<file path="config.mk">
export PLATFORM = sky130hd
export DESIGN_NAME = ep_irq_ctrl
export DESIGN_NICKNAME = d
export VERILOG_FILES = /design/src/rtl/ep_irq_pkg.sv /design/src/rtl/ep_irq_mask_bank.sv /design/src/rtl/ep_irq_status.sv /design/src/rtl/ep_irq_rdmux.sv /design/src/rtl/ep_irq_ctrl.sv
export SDC_FILE = /design/constraint.sdc
export NUM_CORES = 1
export LEC_CHECK = 0
export ABC_CLOCK_PERIOD_IN_PS = 1200
export BUFFER_PORTS_ARGS = -buffer_cell sky130_fd_sc_hd__buf_2
export CORE_AREA = 3 3 82 65
export DETAILED_ROUTE_END_ITERATION = 6
export DIE_AREA = 0 0 85 68
export GPL_ROUTABILITY_DRIVEN = 1
export GPL_TIMING_DRIVEN = 0
export HOLD_SLACK_MARGIN = 0.15
export PLACE_DENSITY = 0.69
export SLEW_MARGIN = 20
export SYNTH_ARGS = -nofsm -noshare
export SYNTH_HDL_FRONTEND = slang
export SYNTH_HIERARCHICAL = 1
export SYNTH_SLANG_ARGS = --single-unit
export TNS_END_PERCENT = 5
</file>
<file path="constraint.sdc">
create_clock -name clk_i -period 1.2 [get_ports clk_i]
set_input_delay 0.24 -clock clk_i [delete_from_list [all_inputs] [get_ports clk_i]]
set_output_delay 0.24 -clock clk_i [all_outputs]
set_load 0.05 [all_outputs]
</file>
<file path="src/rtl/ep_irq_pkg.sv">
package ep_irq_pkg;
  parameter int unsigned EP_NUM = 16;
  parameter int unsigned EP_REG_W = 8;
  parameter int unsigned EP_BUS_W = 32;
endpackage

</file>
<file path="src/rtl/ep_irq_mask_bank.sv">
module ep_irq_mask_bank #(
  parameter int unsigned NUM_EP = 16,
  parameter int unsigned REG_W  = 8,
  parameter int unsigned IDX_W  = 2
) (
  input  logic              clk_i,
  input  logic              rst_ni,
  input  logic              we_i,
  input  logic [IDX_W-1:0]  idx_i,
  input  logic [REG_W-1:0]  wdata_i,
  output logic [NUM_EP-1:0] mask_o
);
  localparam int unsigned NUM_GRP = NUM_EP / REG_W;

  for (genvar g = 0; g < NUM_GRP; g++) begin : g_grp
    localparam logic [IDX_W-1:0] SEL = IDX_W'(g);
    logic [REG_W-1:0] mask_q;

    always_ff @(posedge clk_i or negedge rst_ni) begin
      if (!rst_ni)                   mask_q <= '1;
      else if (we_i && idx_i == SEL) mask_q <= wdata_i;
    end

    assign mask_o[g*REG_W +: REG_W] = mask_q;
  end
endmodule

</file>
<file path="src/rtl/ep_irq_status.sv">
module ep_irq_status #(
  parameter int unsigned NUM_EP = 16,
  parameter int unsigned REG_W  = 8,
  parameter int unsigned IDX_W  = 2
) (
  input  logic              clk_i,
  input  logic              rst_ni,
  input  logic [NUM_EP-1:0] evt_i,
  input  logic [NUM_EP-1:0] mask_i,
  input  logic              we_i,
  input  logic [IDX_W-1:0]  idx_i,
  input  logic [REG_W-1:0]  wdata_i,
  output logic [NUM_EP-1:0] stat_o
);
  localparam int unsigned NUM_GRP = NUM_EP / REG_W;

  logic [NUM_EP-1:0] clr;
  logic [NUM_EP-1:0] set;
  logic [NUM_EP-1:0] stat_q;

  for (genvar g = 0; g < NUM_GRP; g++) begin : g_clr
    localparam logic [IDX_W-1:0] SEL = IDX_W'(NUM_GRP + g);
    assign clr[g*REG_W +: REG_W] = (we_i && idx_i == SEL) ? wdata_i : '0;
  end

  // mask_i is the registered mask, so a same-cycle mask write is not yet seen
  assign set = evt_i & ~mask_i;

  always_ff @(posedge clk_i or negedge rst_ni) begin
    if (!rst_ni) stat_q <= '0;
    else         stat_q <= (stat_q & ~clr) | set;
  end

  assign stat_o = stat_q;


  a_r2_masked_no_set: assert property (@(posedge clk_i) disable iff (!rst_ni)
    1'b1 |=> ((stat_q & ~$past(stat_q) & $past(mask_i)) == '0));

  a_r3_unmasked_sets: assert property (@(posedge clk_i) disable iff (!rst_ni)
    1'b1 |=> ((stat_q & $past(evt_i & ~mask_i)) == $past(evt_i & ~mask_i)));
  // only a written 1 removes a pending bit
  a_r5_hold_unless_cleared: assert property (@(posedge clk_i) disable iff (!rst_ni)
    1'b1 |=> ((~stat_q & $past(stat_q & ~clr)) == '0));

  a_r5_clear_takes: assert property (@(posedge clk_i) disable iff (!rst_ni)
    1'b1 |=> ((stat_q & $past(clr & ~(evt_i & ~mask_i))) == '0));
endmodule

</file>
<file path="src/rtl/ep_irq_rdmux.sv">
module ep_irq_rdmux #(
  parameter int unsigned NUM_EP = 16,
  parameter int unsigned REG_W  = 8,
  parameter int unsigned BUS_W  = 32,
  parameter int unsigned IDX_W  = 2
) (
  input  logic [IDX_W-1:0]  idx_i,
  input  logic [NUM_EP-1:0] mask_i,
  input  logic [NUM_EP-1:0] stat_i,
  output logic [BUS_W-1:0]  rdata_o
);
  localparam int unsigned NUM_GRP = NUM_EP / REG_W;

  always_comb begin
    rdata_o = '0;
    for (int g = 0; g < NUM_GRP; g++) begin
      if (idx_i == IDX_W'(g))           rdata_o[REG_W-1:0] = mask_i[g*REG_W +: REG_W];
      if (idx_i == IDX_W'(NUM_GRP + g)) rdata_o[REG_W-1:0] = stat_i[g*REG_W +: REG_W];
    end
  end
endmodule

</file>
<file path="src/rtl/ep_irq_ctrl.sv">
module ep_irq_ctrl
  import ep_irq_pkg::*;
#(
  parameter int unsigned NUM_EP = EP_NUM,
  parameter int unsigned REG_W  = EP_REG_W,
  parameter int unsigned BUS_W  = EP_BUS_W,
  localparam int unsigned NUM_GRP = NUM_EP / REG_W,
  localparam int unsigned IDX_W   = $clog2(NUM_GRP) + 1
) (
  input  logic              clk_i,
  input  logic              rst_ni,
  input  logic [NUM_EP-1:0] ep_evt_i,
  input  logic              reg_we_i,
  input  logic [IDX_W-1:0]  reg_idx_i,
  input  logic [BUS_W-1:0]  reg_wdata_i,
  output logic [BUS_W-1:0]  reg_rdata_o,
  output logic              irq_o
);
  logic [NUM_EP-1:0] mask;
  logic [NUM_EP-1:0] stat;
  logic              irq_q;
  logic              unused_wdata_hi;

  // reserved write bits are dropped here
  assign unused_wdata_hi = ^reg_wdata_i[BUS_W-1:REG_W];

  ep_irq_mask_bank #(.NUM_EP(NUM_EP), .REG_W(REG_W), .IDX_W(IDX_W)) u_mask (
    .clk_i   (clk_i),
    .rst_ni  (rst_ni),
    .we_i    (reg_we_i),
    .idx_i   (reg_idx_i),
    .wdata_i (reg_wdata_i[REG_W-1:0]),
    .mask_o  (mask)
  );

  ep_irq_status #(.NUM_EP(NUM_EP), .REG_W(REG_W), .IDX_W(IDX_W)) u_status (
    .clk_i   (clk_i),
    .rst_ni  (rst_ni),
    .evt_i   (ep_evt_i),
    .mask_i  (mask),
    .we_i    (reg_we_i),
    .idx_i   (reg_idx_i),
    .wdata_i (reg_wdata_i[REG_W-1:0]),
    .stat_o  (stat)
  );

  ep_irq_rdmux #(.NUM_EP(NUM_EP), .REG_W(REG_W), .BUS_W(BUS_W), .IDX_W(IDX_W)) u_rdmux (
    .idx_i   (reg_idx_i),
    .mask_i  (mask),
    .stat_i  (stat),
    .rdata_o (reg_rdata_o)
  );

  always_ff @(posedge clk_i or negedge rst_ni) begin
    if (!rst_ni) irq_q <= 1'b0;
    else         irq_q <= |stat;
  end

  assign irq_o = irq_q;


  a_r7_irq_follows_status: assert property (@(posedge clk_i) disable iff (!rst_ni)
    1'b1 |=> (irq_o == $past(|stat)));

  a_r9_upper_read_zero: assert property (@(posedge clk_i) disable iff (!rst_ni)
    reg_rdata_o[BUS_W-1:REG_W] == '0);
endmodule

</file>
# Word-level counts from Yosys, hierarchy flattened

Cells that the tools add are included.
Widths: inputs -> output; s select.

Multiplexer cells: 6
Eq/ne operators: 3
Reductions and logical operators: 6
Bitwise logic cells: 5

Operator list:

| operator           | count |
|---|---|
| $mux 8             | 6 |
| $and 16x16->16     | 2 |
| $not 16->16        | 2 |
| $or 16x16->16      | 1 |
| $reduce_or 16->1   | 1 |
| $eq 2x2->1 const B | 2 |
| $logic_and 1x1->1  | 4 |
| $eq 2x1->1 const B | 1 |
| $logic_not 2->1    | 1 |

Flip-flop bits (word level): 33
Input bits: 53

# Longest topological paths before layout

Gate-level depths: netlist of the first run.

Depth after elaboration: 6
Depth in mapped cells: 3
Gate-level depth less buffers: 2

# Cells and area by module

The synthesis of the first run kept the hierarchy.

By module, submodules not included:

| module           | area an instance (µm²) | seq. area each (µm²) | cells each | times used |
|---|---|---|---|---|
| ep_irq_status    | 754.5                  | 400.4                | 68         | 1 |
| ep_irq_mask_bank | 630.6                  | 420.4                | 34         | 1 |
| ep_irq_rdmux     | 380.4                  | 0.0                  | 35         | 1 |
| ep_irq_ctrl      | 56.3                   | 25.0                 | 6          | 1 |

# Least setup slack after synthesis of the first run

OpenSTA, ideal clock, no wires.

Kind: input to output
From: input port reg_idx_i[1]
To: output port reg_rdata_o[0]
Path buffers: 1
Data required time: 0.960 ns
Arrival time: 1.034 ns
Cell stages on the path: 2
Path slack: -0.074 ns
Path through: buf_6 -> mux4_2

Word-level cells in the longest chain between the ends: 5
Elaborated cells between the ends (all ways): 8

Ends and longest elaborated chain:

| element         | RTL line           | RTL |
|---|---|---|
| from (decl)     | ep_irq_ctrl.sv:14  | `input logic [IDX_W-1:0] reg_idx_i,` |
| $logic_not 2->1 | ep_irq_rdmux.sv:17 | `if (idx_i == IDX_W'(g)) rdata_o[REG_W-1:0] = mask_i[g*REG_W +: REG_W];` |
| $mux 8          | ep_irq_rdmux.sv:17 |  |
| $mux 8          | ep_irq_rdmux.sv:18 | `if (idx_i == IDX_W'(NUM_GRP + g)) rdata_o[REG_W-1:0] = stat_i[g*REG_W +: REG_W];` |
| $mux 8          | ep_irq_rdmux.sv:17 |  |
| $mux 8 *        | ep_irq_rdmux.sv:18 |  |
| to (decl)       | ep_irq_ctrl.sv:16  | `output logic [BUS_W-1:0] reg_rdata_o,` |

Every way passes the cells marked *; elsewhere a longest branch is shown, timed or not.

# Worst setup path in the final report of the first run

From: register u_status.stat_q[7] (netlist: u_status/stat_o[7])
To: output port reg_rdata_o[7]

Word-level cells in the longest chain between the ends: 3

Ends and longest elaborated chain:

| element                | RTL line            | RTL |
|---|---|---|
| from (decl)            | ep_irq_status.sv:19 | `logic [NUM_EP-1:0] stat_q;` |
| from (signal assigned) | ep_irq_status.sv:31 | `else stat_q <= (stat_q & ~clr) \| set;` |
| $mux 8                 | ep_irq_rdmux.sv:18  |  |
| $mux 8                 | ep_irq_rdmux.sv:17  |  |
| $mux 8                 | ep_irq_rdmux.sv:18  |  |

No other way between the ends.

==> results of run 1 <==
flip-flops by register name (all words and copies together), names as in the netlist:
signal / flops
u_status/stat_o: 16
u_mask/g_grp.mask_q: 16
irq_o: 1
final cells by class:
| type | instances | share of cell area |
|---|---|---|
| plain buffers | 29 | 0.0949 |
| well taps | 57 | 0.0295 |
| clock inverters | 1 | 0.00207 |
| repair buffers | 48 | 0.134 |
| multi-input cells | 88 | 0.324 |
| flip-flops and latches | 33 | 0.350 |
| clock buffers | 7 | 0.0399 |
| inverters | 16 | 0.0249 |
stage by stage:
step / util / power, µW / setup TNS [ns]
finish: 0.537 / 3410 / -3.00
global route: 0.537 / 3580 / -3.41
CTS: 0.536 / 3430 / -3.09
detailed placement: 0.484 / 2390 / -3.83
global placement: 0.484 / 2370 / -3.77
floorplan: - / 2180 / -0.336
routing by layer:
metal | wire, µm | vias to the layer above
met5 | 0 | -
met4 | 33 | 0
met3 | 323 | 4
met2 | 1900 | 61
met1 | 1780 | 624
li1 | - | 632
synthesized netlist by cell type:
master	number	share of area
buf_4	25	0.10
dfrtp_1	17	0.23
dfstp_2	16	0.23
inv_1	16	0.033
mux2_2	16	0.099
nand4_1	9	0.031
a221o_1	8	0.044
a22o_1	8	0.038
mux4_2	8	0.099
nor2b_1	8	0.027
nor4_1	4	0.014
buf_6	2	0.012
buf_2	1	0.0027
clkbuf_2	1	0.0027
conb_1	1	0.0021
nand3b_2	1	0.0062
nand3b_4	1	0.011
nor3b_4	1	0.010
power breakdown:
part	switching [µW]	total (µW)	internal, µW	leakage (µW)
registers	104	1440	1340	0.000328
logic	590	1050	464	0.000748
clock network	392	910	518	0.0000542
total	1090	3410	2320	0.00113
what timing repair did:
action                                 in CTS  in global routing
setup buffers                               9                  1
setup endpoints to repair                   8                  9
cloned                                      0                  0
endpoints found under the hold margin      17                  0
hold buffers                                1                  0
gates resized for setup                    17                  0
worst paths after layout:
| path | from | to | slack, ns | cells after the start |
|---|---|---|---|---|
| worst max-delay path | u_status/stat_o[7]$_DFF_PN0_ | reg_rdata_o[7] | -0.38 | 2 |
| min in group asynchronous | rst_ni | u_status/stat_o[5]$_DFF_PN0_ | 0.54 | 2 |
| worst max register to register | u_status/stat_o[5]$_DFF_PN0_ | irq_o$_DFF_PN0_ | 0.04 | 3 |
| worst min register to register | u_status/stat_o[14]$_DFF_PN0_ | u_status/stat_o[14]$_DFF_PN0_ | 0.53 | 1 |
| worst min-delay path | ep_evt_i[9] | u_status/stat_o[9]$_DFF_PN0_ | 0.18 | 2 |
| max in group asynchronous | rst_ni | u_status/stat_o[0]$_DFF_PN0_ | 0.18 | 2 |
critical path, delay by kind of cell (launching register included):
kind	cells	cell delay, ns
mux	1	0.48
flops	1	0.41
buf+inv	1	0.17
kinds of logic (layout without fill, tap and decap cells):
logic type / after synthesis / count (layout) / share of synthesized area
other: 1 / 24 / 0.00206
and+or+nand+nor: 24 / 24 / 0.0996
AOI/OAI and AO/OA: 16 / 16 / 0.0824
muxes: 24 / 24 / 0.198
DFF: 33 / 33 / 0.464
buffers and inverters: 45 / 101 / 0.154
==> impl_metrics.ini, run 1 <==
[clocking]
cts_sinks = 33
path_clk_slew_ns = 0.06
cts.htree.levels = 2
clockRootBuffer = clkbuf_8
tritoncts = yes
cts_buffer_depth = 2
cts_buffers = 5
clock_latency_ns = 0.28

[min_path]
hold_path.class = input port to flip-flop

[worst_setup_path]
cp.arrival_ns = 1.34
critPathKind = flip-flop to output pin
start_kind = flip-flop
crit_required_ns = 0.96
endpoint_kind = output pin
cp_cell_sequence = mux4_2, buf_6
crit_path_max_fanout = 4
crit_path_max_incr_delay_ns = 0.48
crit_slowest_cell = mux4_2

[sta]
skew_ns = 0.00459
worstMarginPinSlew_ns = 0.730
setup_viol = 8
timing_hold_violations_final = 0
relSlewSlack = 0.513
rsz0062_at_grt = true
max_freq_mhz = 631
period_share = 1.32
worst_slack_ns = -0.384
fin_crit_ns = 1.58
whs_ns = 0.178
drv_slew = 0

[logic_synthesis]
synth-seq-cells = 33
syn_avg_cell_area_um2 = 12.7
syn_inst = 143
netlist_area_um2 = 1820
yosysSeqAreaShare = 0.464
ys_types = 18
yosysWarnings = 6

[global_routing]
groute.usage.overall = 0.149
met3_usage = 0.0469
grtUsageMet2 = 0.246
antenna_found_initial = 0
use_met1 = 0.187
grt_max_degree = 34
grt_pass1_wl_mm = 6.43
overflow = 0
first_global_vias = 1299
grt-busiest-layer = met2

[cells_and_area]
ff_latch_area_um2 = 846
num_antenna_cells = 0
synthToLayoutAreaGrowth_pct = 32.5
drive_gt1_frac = 0.572
nets = 274
mostFrequentLayoutCells = buf_4 (35), buf_2 (30), conb_1 (24)
fill_cells = 394
multi_input_area_um2 = 782
final_common_cell = buf_4
final_cell_area_um2 = 2410
fin_cells = 279

[place]
postPlaceCellArea_um2 = 2170
gp_congestion = 0.783
place_inst = 260
port_buffers = 37
dp_hpwl_mm = 2.92
place_ws_ns = -0.334

[drt]
first_pass_iters = 4
via_count = 1321
via_per_inst = 4.73
drt_iter0_drc = 36
finalWirelength_mm = 4.03
post-route-drc-count = 0
wl_per_cell_um = 14.5
drtAntennaViolNets = 0

[status]
violations = negative setup slack
outcome = finished, violations left

[floorplanning]
start_util = 0.405
ioPinCount = 86
core_um2 = 4490
die_area_um2 = 5780
row_count = 21
die_x_um = 85
die_h_um = 68

[power_and_ir_drop]
ir_drop_mv = 0.775
p_leak_uw = 0.00113
cellPowerDensity_nw_per_um2 = 1410

[run]
maxCapViolCount = 0
Power figures use the tool's default switching activity.
==> inputs of run 2 (changes only) <==
Settings changed: BUFFER_PORTS_ARGS -buffer_cell sky130_fd_sc_hd__buf_2 to -buffer_cell sky130_fd_sc_hd__buf_4, RECOVER_POWER from default to 25.
==> run 2 against run 1 <==
- the flow still finishes with violations (negative setup slack)
- combinational power is essentially flat
- first-iteration DRC count grew 31%
- core utilization grew 0.39 points
- routed wire length grew 2.9%
- sequential share of layout area shrank 0.25 points
- non-clock buffer count shrank 4
- sequential power is essentially flat
- die area is the same
- global-route usage grew 0.34 points
- register-to-register slack gained 0.02 ns
- largest power group unchanged
==> impl_metrics.ini, run 2 (same netlist as run 1, synthesis figures left out) <==
[status]
outcome = finished, violations left
violations = negative setup slack

[sta]
max_freq_mhz = 627
worstMarginPinSlew_ns = 0.751
fin_crit_ns = 1.59
whs_ns = 0.178
relSlewSlack = 0.499
timing_hold_violations_final = 0
drv_slew = 0
rsz0062_at_grt = true
period_share = 1.33
worst_slack_ns = -0.394
setup_viol = 8
skew_ns = 0.00122

[global_routing]
grt_pass1_wl_mm = 6.59
overflow = 0
groute.usage.overall = 0.153
first_global_vias = 1353
grt_max_degree = 34
antenna_found_initial = 0

[clocking]
cts.htree.levels = 2
path_clk_slew_ns = 0.06
clockRootBuffer = clkbuf_8
tritoncts = yes
cts_buffer_depth = 2
clock_latency_ns = 0.28
cts_sinks = 33
cts_buffers = 5

[floorplanning]
ioPinCount = 86
die_area_um2 = 5780
row_count = 21
start_util = 0.405
die_h_um = 68
core_um2 = 4490
die_x_um = 85

[worst_setup_path]
r2r_cells = 3
crit_slowest_cell = mux4_2
crit_family = multiplexers
start_kind = flip-flop
cp.arrival_ns = 1.35
crit_path_max_fanout = 3
crit_required_ns = 0.96
cp.depth = 2
crit_path_max_incr_delay_ns = 0.49
endpoint_kind = output pin
cp_cell_sequence = mux4_2, buf_6
critPathKind = flip-flop to output pin
crit_buf_inv = 1

[drt]
post-route-drc-count = 0
wl_per_cell_um = 15.1
via_count = 1296
drtAntennaViolNets = 0
finalWirelength_mm = 4.15
via_per_inst = 4.71
drt_iter0_drc = 47
first_pass_iters = 4

[power_and_ir_drop]
cellPowerDensity_nw_per_um2 = 1360
total_power_uw = 3300
p_leak_uw = 0.00113
ir_drop_mv = 0.619

[place]
place_inst = 260
dp_hpwl_mm = 2.98
port_buffers = 37
gp_congestion = 0.763

[cells_and_area]
synthToLayoutAreaGrowth_pct = 33.4
mostFrequentLayoutCells = buf_4 (59), conb_1 (24), dfrtp_1 (17)
final_common_cell = buf_4
drive_gt1_frac = 0.560
nets = 270
fin_cells = 275
num_antenna_cells = 0

[min_path]
hold_depth = 2
hold_path.class = input port to flip-flop

[run]
maxCapViolCount = 0
run 2: path summary, 6_finish.rpt:
kind,start,end,slack (ns)
min in group asynchronous,rst_ni,irq_o$_DFF_PN0_,0.56
hold reg to reg,u_status/stat_o[14]$_DFF_PN0_,u_status/stat_o[14]$_DFF_PN0_,0.53
hold / removal,ep_evt_i[12],u_status/stat_o[12]$_DFF_PN0_,0.18
max in group asynchronous,rst_ni,u_status/stat_o[0]$_DFF_PN0_,0.17
setup / recovery,u_status/stat_o[8]$_DFF_PN0_,reg_rdata_o[0],-0.39
setup reg to reg,u_status/stat_o[6]$_DFF_PN0_,irq_o$_DFF_PN0_,0.06
run 2: worst register-to-register path, cell delays in order, from the launching register on:
cell     delay (ns)
dfrtp_1        0.39
buf_4          0.15
nor4_1         0.29
nand4_1        0.16
run 2: area by class of cell:
class	instances	area, µm²
sequential	33	846
fill	403	2060
clock buffer	6	72.6
timing repair buffer	44	360
multi-input combinational	88	782
tap	57	71.3
inverter	16	60.1
clock inverter	2	10.0
buffer	29	229
run 2: repair_timing:
action                     in CTS  in global routing
buffers inserted                6                  0
gates resized for setup         8                  0
cloned                          0                  0
pin swaps                       0                  0
setup endpoints to repair       8                  8
hold endpoints to repair       17                  0
hold buffers                    1                  0
run 2: routing by layer:
layer,part of all wire,vias to the layer above,wire (µm),track usage
met5,0,-,0,0
met4,0.014,0,59,0.0632
met3,0.072,9,300,0.0517
met2,0.49,46,2040,0.259
met1,0.42,621,1750,0.180
li1,-,620,-,-
run 2: power breakdown:
| group | internal, µW | total, µW | switching (µW) |
|---|---|---|---|
| logic | 470 | 1050 | 583 |
| clock network | 401 | 796 | 394 |
| registers | 1340 | 1450 | 113 |
run 2: through the flow:
stage	cell area (µm²)	worst slack [ns]	utilization	TNS, ns
floorplan	1920	-0.0420	-	-0.336
finish	2430	-0.394	0.541	-3.05
global placement	2270	-0.267	0.504	-3.34
global route	2430	-0.448	0.541	-3.36
detailed placement	2270	-0.291	0.504	-3.47
CTS	2430	-0.401	0.542	-3.12
==> inputs of run 3 (changes only) <==
Settings changed: GPL_TIMING_DRIVEN 0 to default.
==> run 3 against run 2 <==
- the run still ends with negative setup slack left
- worst setup slack better by 0.0068 ns
- first-iteration DRC count shrank 15%
- critical path depth stayed put
- sequential share of layout area fell by 0.58 points
- sequential cell count did not move
- critical path type unchanged
==> impl_metrics.ini, run 3 (same netlist as run 1, synthesis figures left out) <==
[sta]
period_share = 1.32
timing_hold_violations_final = 0
worst_slack_ns = -0.387
relSlewSlack = 0.494
skew_ns = 0.00653
drv_slew = 0
setup_viol = 9
max_freq_mhz = 630
fin_crit_ns = 1.59
rsz0062_at_grt = true
worstMarginPinSlew_ns = 0.760

[clocking]
tritoncts = yes
cts_sinks = 33
path_clk_slew_ns = 0.07
clock_latency_ns = 0.29
cts.htree.levels = 2
cts_buffer_depth = 2
clockRootBuffer = clkbuf_8
cts_buffers = 5

[drt]
via_per_inst = 4.83
drt_iter0_drc = 40
wl_per_cell_um = 15.7
post-route-drc-count = 0
first_pass_iters = 5
drtAntennaViolNets = 0
via_count = 1343
finalWirelength_mm = 4.36

[global_routing]
groute.usage.overall = 0.159
grt_max_degree = 34
overflow = 0
first_global_vias = 1385
antenna_found_initial = 0
grt_pass1_wl_mm = 6.81

[power_and_ir_drop]
total_power_uw = 3430
ir_drop_mv = 0.574
cellPowerDensity_nw_per_um2 = 1390
p_leak_uw = 0.00114

[cells_and_area]
drive_gt1_frac = 0.575
fill_cells = 408
synthToLayoutAreaGrowth_pct = 35.7
num_antenna_cells = 0
final_common_cell = buf_4
mostFrequentLayoutCells = buf_4 (66), conb_1 (24), dfrtp_1 (17)
final_util = 0.550
nets = 273

[floorplanning]
die_x_um = 85
row_count = 21
ioPinCount = 86
core_um2 = 4490
die_h_um = 68
start_util = 0.405
die_area_um2 = 5780

[worst_setup_path]
crit_path_start = u_status/stat_o[14]$_DFF_PN0_
r2r_cells = 4
start_kind = flip-flop
r2r_setup_slack_ns = -0.06
crit_path_max_fanout = 2
crit_required_ns = 0.96
worstReg2RegStart = u_status/stat_o[14]$_DFF_PN0_
cp.arrival_ns = 1.35
critPathKind = flip-flop to output pin
endpoint_kind = output pin
regToRegEndpoint = irq_o$_DFF_PN0_
endpoint = reg_rdata_o[6]

[min_path]
hold_path.class = input port to flip-flop

[place]
port_buffers = 37
gp_congestion = 0.746
dp_hpwl_mm = 3.15

[status]
violations = negative setup slack
outcome = finished, violations left

[run]
maxCapViolCount = 0
## run 3: cell types whose count changed in the layout (fill, tap and decap cells not counted)
cell,change
clkbuf_2,-1
nand3b_4,+1
nor4_2,+1
nor4_1,-2
buf_2,-1
buf_12,-1
nand3b_2,-1
nor4_4,+1
buf_4,+7
buf_6,-1
## run 3: layout make-up
type / instances / area, µm² / share of cell area
clock buffer: 6 / 72.6 / 0.0294
clock inverter: 2 / 10.0 / 0.00405
inverter: 16 / 60.1 / 0.0243
multi-input combinational: 88 / 812 / 0.328
sequential: 33 / 846 / 0.342
tap: 57 / 71.3 / 0.0288
timing repair buffer: 76 / 601 / 0.243
## run 3: how the worst min path moves through the flow
| stage | cells after the start | endpoint | slack, ns | start |
|---|---|---|---|---|
| detailed placement | 1 | u_status/stat_o[5]$_DFF_PN0_ | 0.21 | rst_ni |
| finish | 2 | u_status/stat_o[9]$_DFF_PN0_ | 0.17 | ep_evt_i[9] |
| global placement | 1 | u_status/stat_o[5]$_DFF_PN0_ | 0.21 | rst_ni |
| CTS | 2 | u_status/stat_o[9]$_DFF_PN0_ | 0.16 | ep_evt_i[9] |
| global route | 2 | u_status/stat_o[8]$_DFF_PN0_ | 0.16 | ep_evt_i[8] |
| floorplan | 0 | irq_o$_DFF_PN0_ | -0.06 | rst_ni |
## run 3: through the flow
| step | instances | hold slack [ns] | setup WS [ns] | setup TNS (ns) | area, µm² |
|---|---|---|---|---|---|
| after floorplan | 166 | -0.0556 | -0.0420 | -0.336 | 1920 |
| after global placement | 267 | 0.207 | -0.274 | -6.45 | 2310 |
| after detailed placement | 267 | 0.211 | -0.286 | -7.03 | 2310 |
| after CTS | 276 | 0.164 | -0.405 | -2.98 | 2430 |
| after global routing | 278 | 0.165 | -0.417 | -3.28 | 2470 |
| final | 278 | 0.173 | -0.387 | -2.91 | 2470 |
## run 3: timing repair
action	CTS	global route
endpoints found under the setup margin	8	17
hold buffers	1	0
resized for setup	8	4
hold endpoints to repair	17	0
gates cloned	0	0
buffers inserted	0	2
pin swaps	0	0
## run 3: power breakdown
group / leakage (µW) / switching [µW] / internal [µW] / total (µW)
logic: 0.000765 / 638 / 555 / 1190
clock network: 0.0000450 / 418 / 402 / 820
registers: 0.000328 / 83.6 / 1340 / 1420
total: 0.00114 / 1140 / 2290 / 3430
## run 3: critical path, cell delays in order, from the launching register on
cell	delay [ns]
dfrtp_1	0.40
mux4_2	0.49
buf_6	0.17
## run 3: routing by layer
metal  global-route usage  wire length, µm  vias to the layer above  share of wire
met5                    0                0                        -              0
met4               0.0632               40                        0         0.0092
met3               0.0409              225                        4          0.052
met2                0.250             2100                       40           0.48
met1                0.210             2000                      670           0.46
li1                     -                -                      629              -
